[config.mk]
export PLATFORM = sky130hd
export DESIGN_NAME = irlink_irq_hub
export DESIGN_NICKNAME = d
export VERILOG_FILES = /design/src/rtl/irlink_irq_pkg.sv /design/src/rtl/irlink_evt_group.sv /design/src/rtl/irlink_mode_reg.sv /design/src/rtl/irlink_irq_hub.sv
export SDC_FILE = /design/constraint.sdc
export NUM_CORES = 1
export LEC_CHECK = 0
export BUFFER_PORTS_ARGS = -buffer_cell sky130_fd_sc_hd__buf_2
export CORE_ASPECT_RATIO = 2
export CORE_MARGIN = 2
export CORE_UTILIZATION = 35
export DETAILED_ROUTE_END_ITERATION = 10
export HOLD_SLACK_MARGIN = 0.02
export RECOVER_POWER = 100
export SLEW_MARGIN = 20
export SYNTH_ARGS = -nofsm -noshare
export SYNTH_HDL_FRONTEND = slang
export SYNTH_SLANG_ARGS = --single-unit
[constraint.sdc]
create_clock -name clk_i -period 1.7 [get_ports clk_i]
set_clock_uncertainty 0.05 [all_clocks]
set_input_delay 0.34 -clock clk_i [delete_from_list [all_inputs] [get_ports clk_i]]
set_output_delay 0.34 -clock clk_i [all_outputs]
set_load 0.05 [all_outputs]
[src/rtl/irlink_irq_pkg.sv]
package irlink_irq_pkg;

    localparam int DATA_W  = 16;
    localparam int ADDR_W  = 4;
    localparam int NUM_EVT = 5;
    localparam int NUM_GRP = 2;

    typedef logic [DATA_W-1:0] word_t;
    typedef logic [ADDR_W-1:0] addr_t;

    // Event strobe index to source bit position
    function automatic int evt_pos(input int k);
        case (k)
            0:       return 7;
            1:       return 8;
            2:       return 9;
            3:       return 11;
            default: return 15;
        endcase
    endfunction

    function automatic word_t evt_bits();
        word_t v;
        v = '0;
        for (int k = 0; k < NUM_EVT; k++) v[evt_pos(k)] = 1'b1;
        return v;
    endfunction

    localparam word_t EVT_MASK = evt_bits();

    typedef enum logic [1:0] {
        XM_SLOW = 2'b00,
        XM_RSVD = 2'b01,
        XM_FAST = 2'b10,
        XM_MED  = 2'b11
    } xfer_mode_e;

    localparam int MODE_LSB     = 14;
    localparam int GM_SLOW_BIT  = 0;
    localparam int GM_FAST_BIT  = 4;
    localparam int GM_FIFO_BIT  = 8;

    localparam addr_t A_MODE = addr_t'(0);

    function automatic addr_t grp_src_addr(input int g);
        return (g == 0) ? addr_t'(2) : addr_t'(8);
    endfunction

    typedef struct packed {
        word_t src;
        word_t msk;
    } grp_regs_t;

    typedef struct packed {
        xfer_mode_e mode;
        logic       gm_slow;
        logic       gm_fast;
        logic       gm_fifo;
    } mode_regs_t;

endpackage

[src/rtl/irlink_evt_group.sv]
module irlink_evt_group
    import irlink_irq_pkg::*;
#(
    parameter int N_EVT = NUM_EVT
) (
    input  logic             clk_i,
    input  logic             rst_ni,
    input  logic [N_EVT-1:0] evt_i,
    input  logic             msk_we_i,
    input  logic             clr_we_i,
    input  word_t            wdata_i,
    output word_t            src_o,
    output word_t            msk_o,
    output logic             pend_o
);

    grp_regs_t regs_d, regs_q;
    word_t     set_vec;
    word_t     clr_vec;

    always_comb begin
        set_vec = '0;
        for (int k = 0; k < N_EVT; k++) begin
            set_vec[evt_pos(k)] = set_vec[evt_pos(k)] | evt_i[k];
        end
        clr_vec = clr_we_i ? (wdata_i & EVT_MASK) : '0;
        regs_d     = regs_q;
        regs_d.src = (regs_q.src & ~clr_vec) | set_vec;
        if (msk_we_i) regs_d.msk = wdata_i & EVT_MASK;
    end

    always_ff @(posedge clk_i or negedge rst_ni) begin
        if (!rst_ni) begin
            regs_q.src <= '0;
            regs_q.msk <= EVT_MASK;
        end else begin
            regs_q <= regs_d;
        end
    end

    assign src_o  = regs_q.src;
    assign msk_o  = regs_q.msk;
    assign pend_o = |(regs_q.src & ~regs_q.msk);

    for (genvar k = 0; k < N_EVT; k++) begin : g_chk
        localparam int P = evt_pos(k);

        assert_evt_sets_R1: assert property (@(posedge clk_i) disable iff (!rst_ni)
            evt_i[k] |=> src_o[P]);

        assert_sticky_R1: assert property (@(posedge clk_i) disable iff (!rst_ni)
            (src_o[P] && !(clr_we_i && wdata_i[P])) |=> src_o[P]);

        assert_clear_R2: assert property (@(posedge clk_i) disable iff (!rst_ni)
            (clr_we_i && wdata_i[P] && !evt_i[k]) |=> !src_o[P]);

        assert_set_wins_R3: assert property (@(posedge clk_i) disable iff (!rst_ni)
            (clr_we_i && wdata_i[P] && evt_i[k]) |=> src_o[P]);
    end

endmodule

[src/rtl/irlink_mode_reg.sv]
module irlink_mode_reg
    import irlink_irq_pkg::*;
(
    input  logic       clk_i,
    input  logic       rst_ni,
    input  logic       we_i,
    input  word_t      wdata_i,
    output mode_regs_t mode_o,
    output word_t      rd_o
);

    mode_regs_t mode_d, mode_q;
    xfer_mode_e wmode;

    always_comb begin
        wmode  = xfer_mode_e'(wdata_i[MODE_LSB +: 2]);
        mode_d = mode_q;
        if (we_i) begin
            if (wmode != XM_RSVD) mode_d.mode = wmode;
            mode_d.gm_slow = wdata_i[GM_SLOW_BIT];
            mode_d.gm_fast = wdata_i[GM_FAST_BIT];
            mode_d.gm_fifo = wdata_i[GM_FIFO_BIT];
        end
    end

    always_ff @(posedge clk_i or negedge rst_ni) begin
        if (!rst_ni) begin
            mode_q.mode    <= XM_SLOW;
            mode_q.gm_slow <= 1'b1;
            mode_q.gm_fast <= 1'b1;
            mode_q.gm_fifo <= 1'b1;
        end else begin
            mode_q <= mode_d;
        end
    end

    always_comb begin
        rd_o                  = '0;
        rd_o[MODE_LSB +: 2]   = mode_q.mode;
        rd_o[GM_SLOW_BIT]     = mode_q.gm_slow;
        rd_o[GM_FAST_BIT]     = mode_q.gm_fast;
        rd_o[GM_FIFO_BIT]     = mode_q.gm_fifo;
    end

    assign mode_o = mode_q;

    assert_rsvd_keep_R7: assert property (@(posedge clk_i) disable iff (!rst_ni)
        (we_i && wdata_i[MODE_LSB +: 2] == 2'b01) |=> $stable(mode_o.mode));

    assert_mode_load_R6: assert property (@(posedge clk_i) disable iff (!rst_ni)
        (we_i && wdata_i[MODE_LSB +: 2] != 2'b01)
            |=> (rd_o[MODE_LSB +: 2] == $past(wdata_i[MODE_LSB +: 2])));

endmodule

[src/rtl/irlink_irq_hub.sv]
module irlink_irq_hub
    import irlink_irq_pkg::*;
(
    input  logic              clk_i,
    input  logic              rst_ni,
    input  logic [ADDR_W-1:0] reg_addr_i,
    input  logic              reg_we_i,
    input  logic [DATA_W-1:0] reg_wdata_i,
    output logic [DATA_W-1:0] reg_rdata_o,
    input  logic [NUM_EVT-1:0] evt_slow_i,
    input  logic [NUM_EVT-1:0] evt_fast_i,
    input  logic              fifo_rx_req_i,
    output logic [1:0]        xfer_mode_o,
    output logic              irq_o
);

    typedef struct packed {
        logic irq;
    } out_regs_t;

    word_t        grp_src  [NUM_GRP];
    word_t        grp_msk  [NUM_GRP];
    logic [NUM_GRP-1:0] grp_pend;
    logic [NUM_GRP-1:0] grp_gate;
    logic [NUM_EVT-1:0] grp_evt [NUM_GRP];
    mode_regs_t   mode;
    word_t        mode_rd;
    out_regs_t    out_d, out_q;

    assign grp_evt[0] = evt_slow_i;
    assign grp_evt[1] = evt_fast_i;

    irlink_mode_reg u_mode (
        .clk_i   (clk_i),
        .rst_ni  (rst_ni),
        .we_i    (reg_we_i && reg_addr_i == A_MODE),
        .wdata_i (reg_wdata_i),
        .mode_o  (mode),
        .rd_o    (mode_rd)
    );

    assign grp_gate[0] = mode.gm_slow;
    assign grp_gate[1] = mode.gm_fast;

    for (genvar g = 0; g < NUM_GRP; g++) begin : g_grp
        localparam addr_t SRC_A = grp_src_addr(g);
        localparam addr_t MSK_A = addr_t'(SRC_A + addr_t'(1));
        localparam addr_t CLR_A = addr_t'(SRC_A + addr_t'(2));

        irlink_evt_group #(.N_EVT(NUM_EVT)) u_grp (
            .clk_i    (clk_i),
            .rst_ni   (rst_ni),
            .evt_i    (grp_evt[g]),
            .msk_we_i (reg_we_i && reg_addr_i == MSK_A),
            .clr_we_i (reg_we_i && reg_addr_i == CLR_A),
            .wdata_i  (reg_wdata_i),
            .src_o    (grp_src[g]),
            .msk_o    (grp_msk[g]),
            .pend_o   (grp_pend[g])
        );
    end

    always_comb begin
        reg_rdata_o = '0;
        if (reg_addr_i == A_MODE) reg_rdata_o = mode_rd;
        for (int g = 0; g < NUM_GRP; g++) begin
            if (reg_addr_i == grp_src_addr(g))                       reg_rdata_o = grp_src[g];
            if (reg_addr_i == addr_t'(grp_src_addr(g) + addr_t'(1))) reg_rdata_o = grp_msk[g];
        end
    end

    always_comb begin
        out_d     = out_q;
        out_d.irq = (|(grp_pend & ~grp_gate)) | (fifo_rx_req_i & ~mode.gm_fifo);
    end

    always_ff @(posedge clk_i or negedge rst_ni) begin
        if (!rst_ni) out_q <= '0;
        else         out_q <= out_d;
    end

    assign irq_o       = out_q.irq;
    assign xfer_mode_o = mode.mode;

    assert_all_blocked_R8: assert property (@(posedge clk_i) disable iff (!rst_ni)
        (mode.gm_slow && mode.gm_fast && mode.gm_fifo) |=> !irq_o);

    assert_fifo_open_R9: assert property (@(posedge clk_i) disable iff (!rst_ni)
        (fifo_rx_req_i && !mode.gm_fifo) |=> irq_o);

    assert_grp_open_R8: assert property (@(posedge clk_i) disable iff (!rst_ni)
        (grp_pend[0] && !mode.gm_slow) |=> irq_o);

endmodule

Word-level counts from Yosys, hierarchy flattened
Index checks and enable logic that the tools add are counted.

Input bits: 34. Output and inout port bits: 19. Register bits after elaboration: 48. Word-level logic and storage cells: 48.

Reductions and logical operators: 10. Bitwise gates (word level): 15. Muxes and demuxes: 7. Eq/ne operators: 7.

Operator list (count): 2-to-1 mux 16 bit (7); bitwise AND 16 bit (4); NOT 16 bit (4); OR 16 bit (2); OR reduction 16 bit (2); == test 4 bit (second input constant) (3); == test 4 x 2 -> 1 bit (second input constant) (2); logical AND 1 bit (5); == test 4 x 3 -> 1 bit (second input constant) (1); logical NOT 4 bit (1); bitwise AND 2 bit (1); inequality test 2 x 1 -> 1 bit (second input constant) (1); NOT 2 bit (1); AND reduction 2 bit (1); OR reduction 2 bit (1); bitwise AND 1 bit (1); NOT 1 bit (1); OR 1 bit (1).

Depth between registers and ports, before layout
Word-level depth: 6. Gate-level depth with buffers: 5. Gate-level depth less buffers: 4.

Cells and area by module
A second synthesis with hierarchy kept.

Cell total of the unflattened synthesis: 278. Area, all modules: 2324.7 µm².

By module, submodules not included: irlink_evt_group (area each 573.0 µm², cells an instance 59, sequential area each 256.5 µm², instances 2); irlink_irq_hub (area each 840.8 µm², cells an instance 129, sequential area each 25.0 µm², instances 1); irlink_mode_reg (area each 337.8 µm², cells an instance 31, sequential area each 128.9 µm², instances 1).

Worst setup path before layout
OpenSTA, ideal clock, no wires.

Path type: input port to output port. From: in reg_addr_i[0]. To: out reg_rdata_o[15]. Slack: -0.862 ns. Data arrival time: 2.172 ns. Data required time: 1.310 ns. Path buffers: 2. Stages on the path: 4. Cells stage by stage: buf_2 > clkbuf_1 > mux2i_1 > a211oi_1.

Cells in the longest elaborated chain, start to end: 6. Elaborated cells on any way between the ends: 10. Classes of those cells: 4 x eq/ne; 5 x mux; 1 x reduce/logical.

RTL lines: start: declaration (RTL line irlink_irq_hub.sv:6) `input logic [ADDR_W-1:0] reg_addr_i,`; logical NOT 4 bit (RTL line irlink_irq_hub.sv:65) `if (reg_addr_i == A_MODE) reg_rdata_o = mode_rd;`; 2-to-1 mux 16 bit (RTL line irlink_irq_hub.sv:65); 2-to-1 mux 16 bit (RTL line irlink_irq_hub.sv:67) `if (reg_addr_i == grp_src_addr(g)) reg_rdata_o = grp_src[g];`; 2-to-1 mux 16 bit (RTL line irlink_irq_hub.sv:68) `if (reg_addr_i == addr_t'(grp_src_addr(g) + addr_t'(1))) reg_rdata_o = grp_msk[g];`; 2-to-1 mux 16 bit (RTL line irlink_irq_hub.sv:67); 2-to-1 mux 16 bit (*) (RTL line irlink_irq_hub.sv:68); end: declaration (RTL line irlink_irq_hub.sv:9) `output logic [DATA_W-1:0] reg_rdata_o,`.

Mark *: on every way between the ends. The rest lies on a longest branch, timed or not.

Worst setup path after layout
From: reg, netlist name u_mode.mode_o[0]. To: out reg_rdata_o[8].

Cells in the longest elaborated chain, start to end: 5.

RTL lines (RTL line): 2-to-1 mux 16 bit (irlink_irq_hub.sv:65); 2-to-1 mux 16 bit (irlink_irq_hub.sv:67); 2-to-1 mux 16 bit (irlink_irq_hub.sv:68); 2-to-1 mux 16 bit (irlink_irq_hub.sv:67); 2-to-1 mux 16 bit (irlink_irq_hub.sv:68).

No other way between the ends.

==> impl_metrics.yaml <==
run_status:
  outcome: "finished with violations"
  violations: "setup timing"
sta:
  worst_pin_slew_ns: 1.38
  clock.fmax_mhz: 517
  relSlewSlack_pct: 7.94
  whs_ns: 0.191
  fin_tns_setup_ns: -0.553
  finalCriticalPeriod_ns: 1.93
  rsz0062_at_grt: "true"
  drv_slew: 0
  report.final.setup_viol: 5
  layout_setup_ws_ns: -0.232
  hold_violations: 0
  period_share_pct: 114
synth:
  synth-seq-cells: 26
  synthFlopType: "dfstp_2"
  ys_types: 32
  synth_edf_count: 0
  yosysWarnings: 0
  syn-instance-count: 135
  seq_area_frac_synth_pct: 47.2
  netlist_area_um2: 1410
  avgSynthCellArea_um2: 10.5
  synthArstFlopShare_pct: 100
global_routing:
  globalRoute.totalOverflow: 0
  grt_start_max_net_pins: 27
  antenna_found_initial: 0
  grt_pass1_vias: 1211
  grt_use_total_pct: 16.7
  grt_first_pass_wirelength_um: 5810
layout:
  fin_area_um2: 1990
  final_cell_mix: "26 x buf_2, 18 x nand2_1, 18 x buf_4, 13 x dfstp_2, 13 x dfrtp_1"
  layout_commonest_cell: "buf_2"
  nets: 227
  area.growth.synth_to_final_pct: 41.1
  fin_util_pct: 51.3
  layout-drive-gt1-share_pct: 52.6
  antenna_cells: 0
clock_tree:
  clk_path_buf_depth: 2
  tritoncts: "yes"
  cts_made_buffers: 3
  clkSinkCount: 26
  cts-root-buf: "clkbuf_8"
  clk_latency_ns: 0.27
  htree_levels: 1
  clk_pin_slew_worst_paths_ns: 0.09
worst_setup_path:
  r2r_setup_slack_ns: 0.14
  cp_slowest_cell: "dfstp_2"
  worstSetupStartpoint: "u_mode.mode_o[0]"
  crit_type: "reg -> out"
  startpoint_type: "register"
  cp.depth: 5
  reg2reg_from: "g_grp[0].u_grp.msk_o[9]"
  timing.rr.end: "irq_o"
  crit_end: "reg_rdata_o[8]"
  cp.required_ns: 1.31
  r2r_cells: 4
  critical_path.cell_chain: "inv_2, a2bb2oi_2, o21a_1, a211oi_4, buf_6"
  cp-end-kind: "output pin"
  worst-path-buf-inv: 2
  critPathTopFamily: "flip-flops"
  cp_max_fo: 2
  critPathMaxStageDelay_ns: 0.55
  cp.arrival_ns: 1.54
placement:
  dpl_worst_slack_ns: -0.311
  routabilityCongestion: 0.837
  dpl_cell_area_um2: 1800
  port_buffers: 36
  post-dp-hpwl_um: 2720
detailed_routing:
  drtAntennaViolNets: 0
  first_pass_iters: 6
  wl_per_cell_um: 15.1
  drt_iter0_markers: 16
  routed_via_density: 4.99
  wl_um: 3670
  drc: 0
  num_vias: 1212
floorplan:
  io_pins: 53
  core_area_um2: 3880
  initial_core_util_pct: 36.4
  die_width_um: 48.9
  die-area_um2: 4590
  rows: 32
  die_h_um: 93.8
power_and_ir_drop:
  ir_drop_mv: 0.733
  leakage_uw: 0.000834
  power_density_nw_per_um2: 890
worst_hold_path:
  min_delay_path_depth: 2
  hp-class: "in -> reg"
  hold_start: "evt_slow_i[1]"
job:
  maxCapViolations: 0
layout make-up:
class	count	area, um2
flip-flops and latches	26	667
fillers	385	1890
clock buffers	4	55.1
repair buffers	60	423
multi-input cells	94	754
inverters	8	30.0
well taps	51	63.8
cell families (layout without fill, tap and decap cells):
group                  after synthesis  count (layout)  synth area share (%)
AND/OR/NAND/NOR                     36              37                  14.8
AO/OA/AOI/OAI                       37              37                  19.0
multiplexers                        12              12                  9.39
buffers and inverters               23              72                  9.30
flip-flops                          26              26                  47.2
other                                1               8                 0.265
repair_timing:
item                                    CTS  global route
gates resized for setup                  16            21
cloned                                    0             2
pin swaps                                 5             4
buffers inserted                          2             1
hold buffers                              0             0
endpoints found under the setup margin    8             9
flip-flops by register name, indices dropped and copies added (netlist names):
signal and cells:
g_grp.u_grp.msk_o 10, irq_o 1, u_mode.mode_o 5, g_grp.u_grp.src_o 10
Yosys cell counts (all sizes together) (2+ instances only):
master  number  area (um2)
nand2b       5        31.3
mux2        10         113
o21a         2        15.0
nor4         2        27.5
a22oi        3        22.5
a221oi       3        26.3
o21ai        4        20.0
dfstp       13         342
dfrtp       13         325
nor3         2        26.3
a222oi       2        20.0
nand2       18        67.6
a21oi        2        10.0
mux2i        2        20.0
buf         14        97.6
a31oi        4        25.0
inv          8        30.0
a21o        10        75.1
nor2b        2        12.5
and2         3        18.8
a211oi       5        37.5
report_power, final:
group	internal, uW	leakage [uW]	total (uW)	switching (uW)
clock	207	0.0000288	399	192
combinational	232	0.000548	547	315
sequential	762	0.000257	827	64.3
total	1200	0.000834	1770	571
worst register-to-register path, delay by kind of cell (launching register included):
family / cells / cell delay (ns)
AO/OA/AOI/OAI: 3 / 0.81
buffers and inverters: 1 / 0.06
flip-flops: 1 / 0.55
routing by layer:
metal	up-vias	track usage, %	share of wire (%)
met5	-	0	0
met4	0	5.71	1.2
met3	4	1.75	3.8
met2	43	31.3	57
met1	587	19.2	38
li1	578	-	-
per-stage QoR:
step	std cells	total power (uW)
after floorplan	142	1210
after global placement	234	1320
after detailed placement	234	1330
after CTS	240	1770
after global routing	243	1870
final	243	1770
how the worst min path moves through the flow:
stage                                           to  slack [ns]
final                      g_grp[0].u_grp.src_o[8]        0.19
after global routing      g_grp[0].u_grp.src_o[11]        0.19
after CTS                  g_grp[1].u_grp.src_o[8]        0.03
after detailed placement   g_grp[1].u_grp.src_o[8]        0.33
after global placement     g_grp[1].u_grp.src_o[8]        0.31
after floorplan           g_grp[0].u_grp.src_o[11]      -0.006
Power figures use the tool's default switching activity.
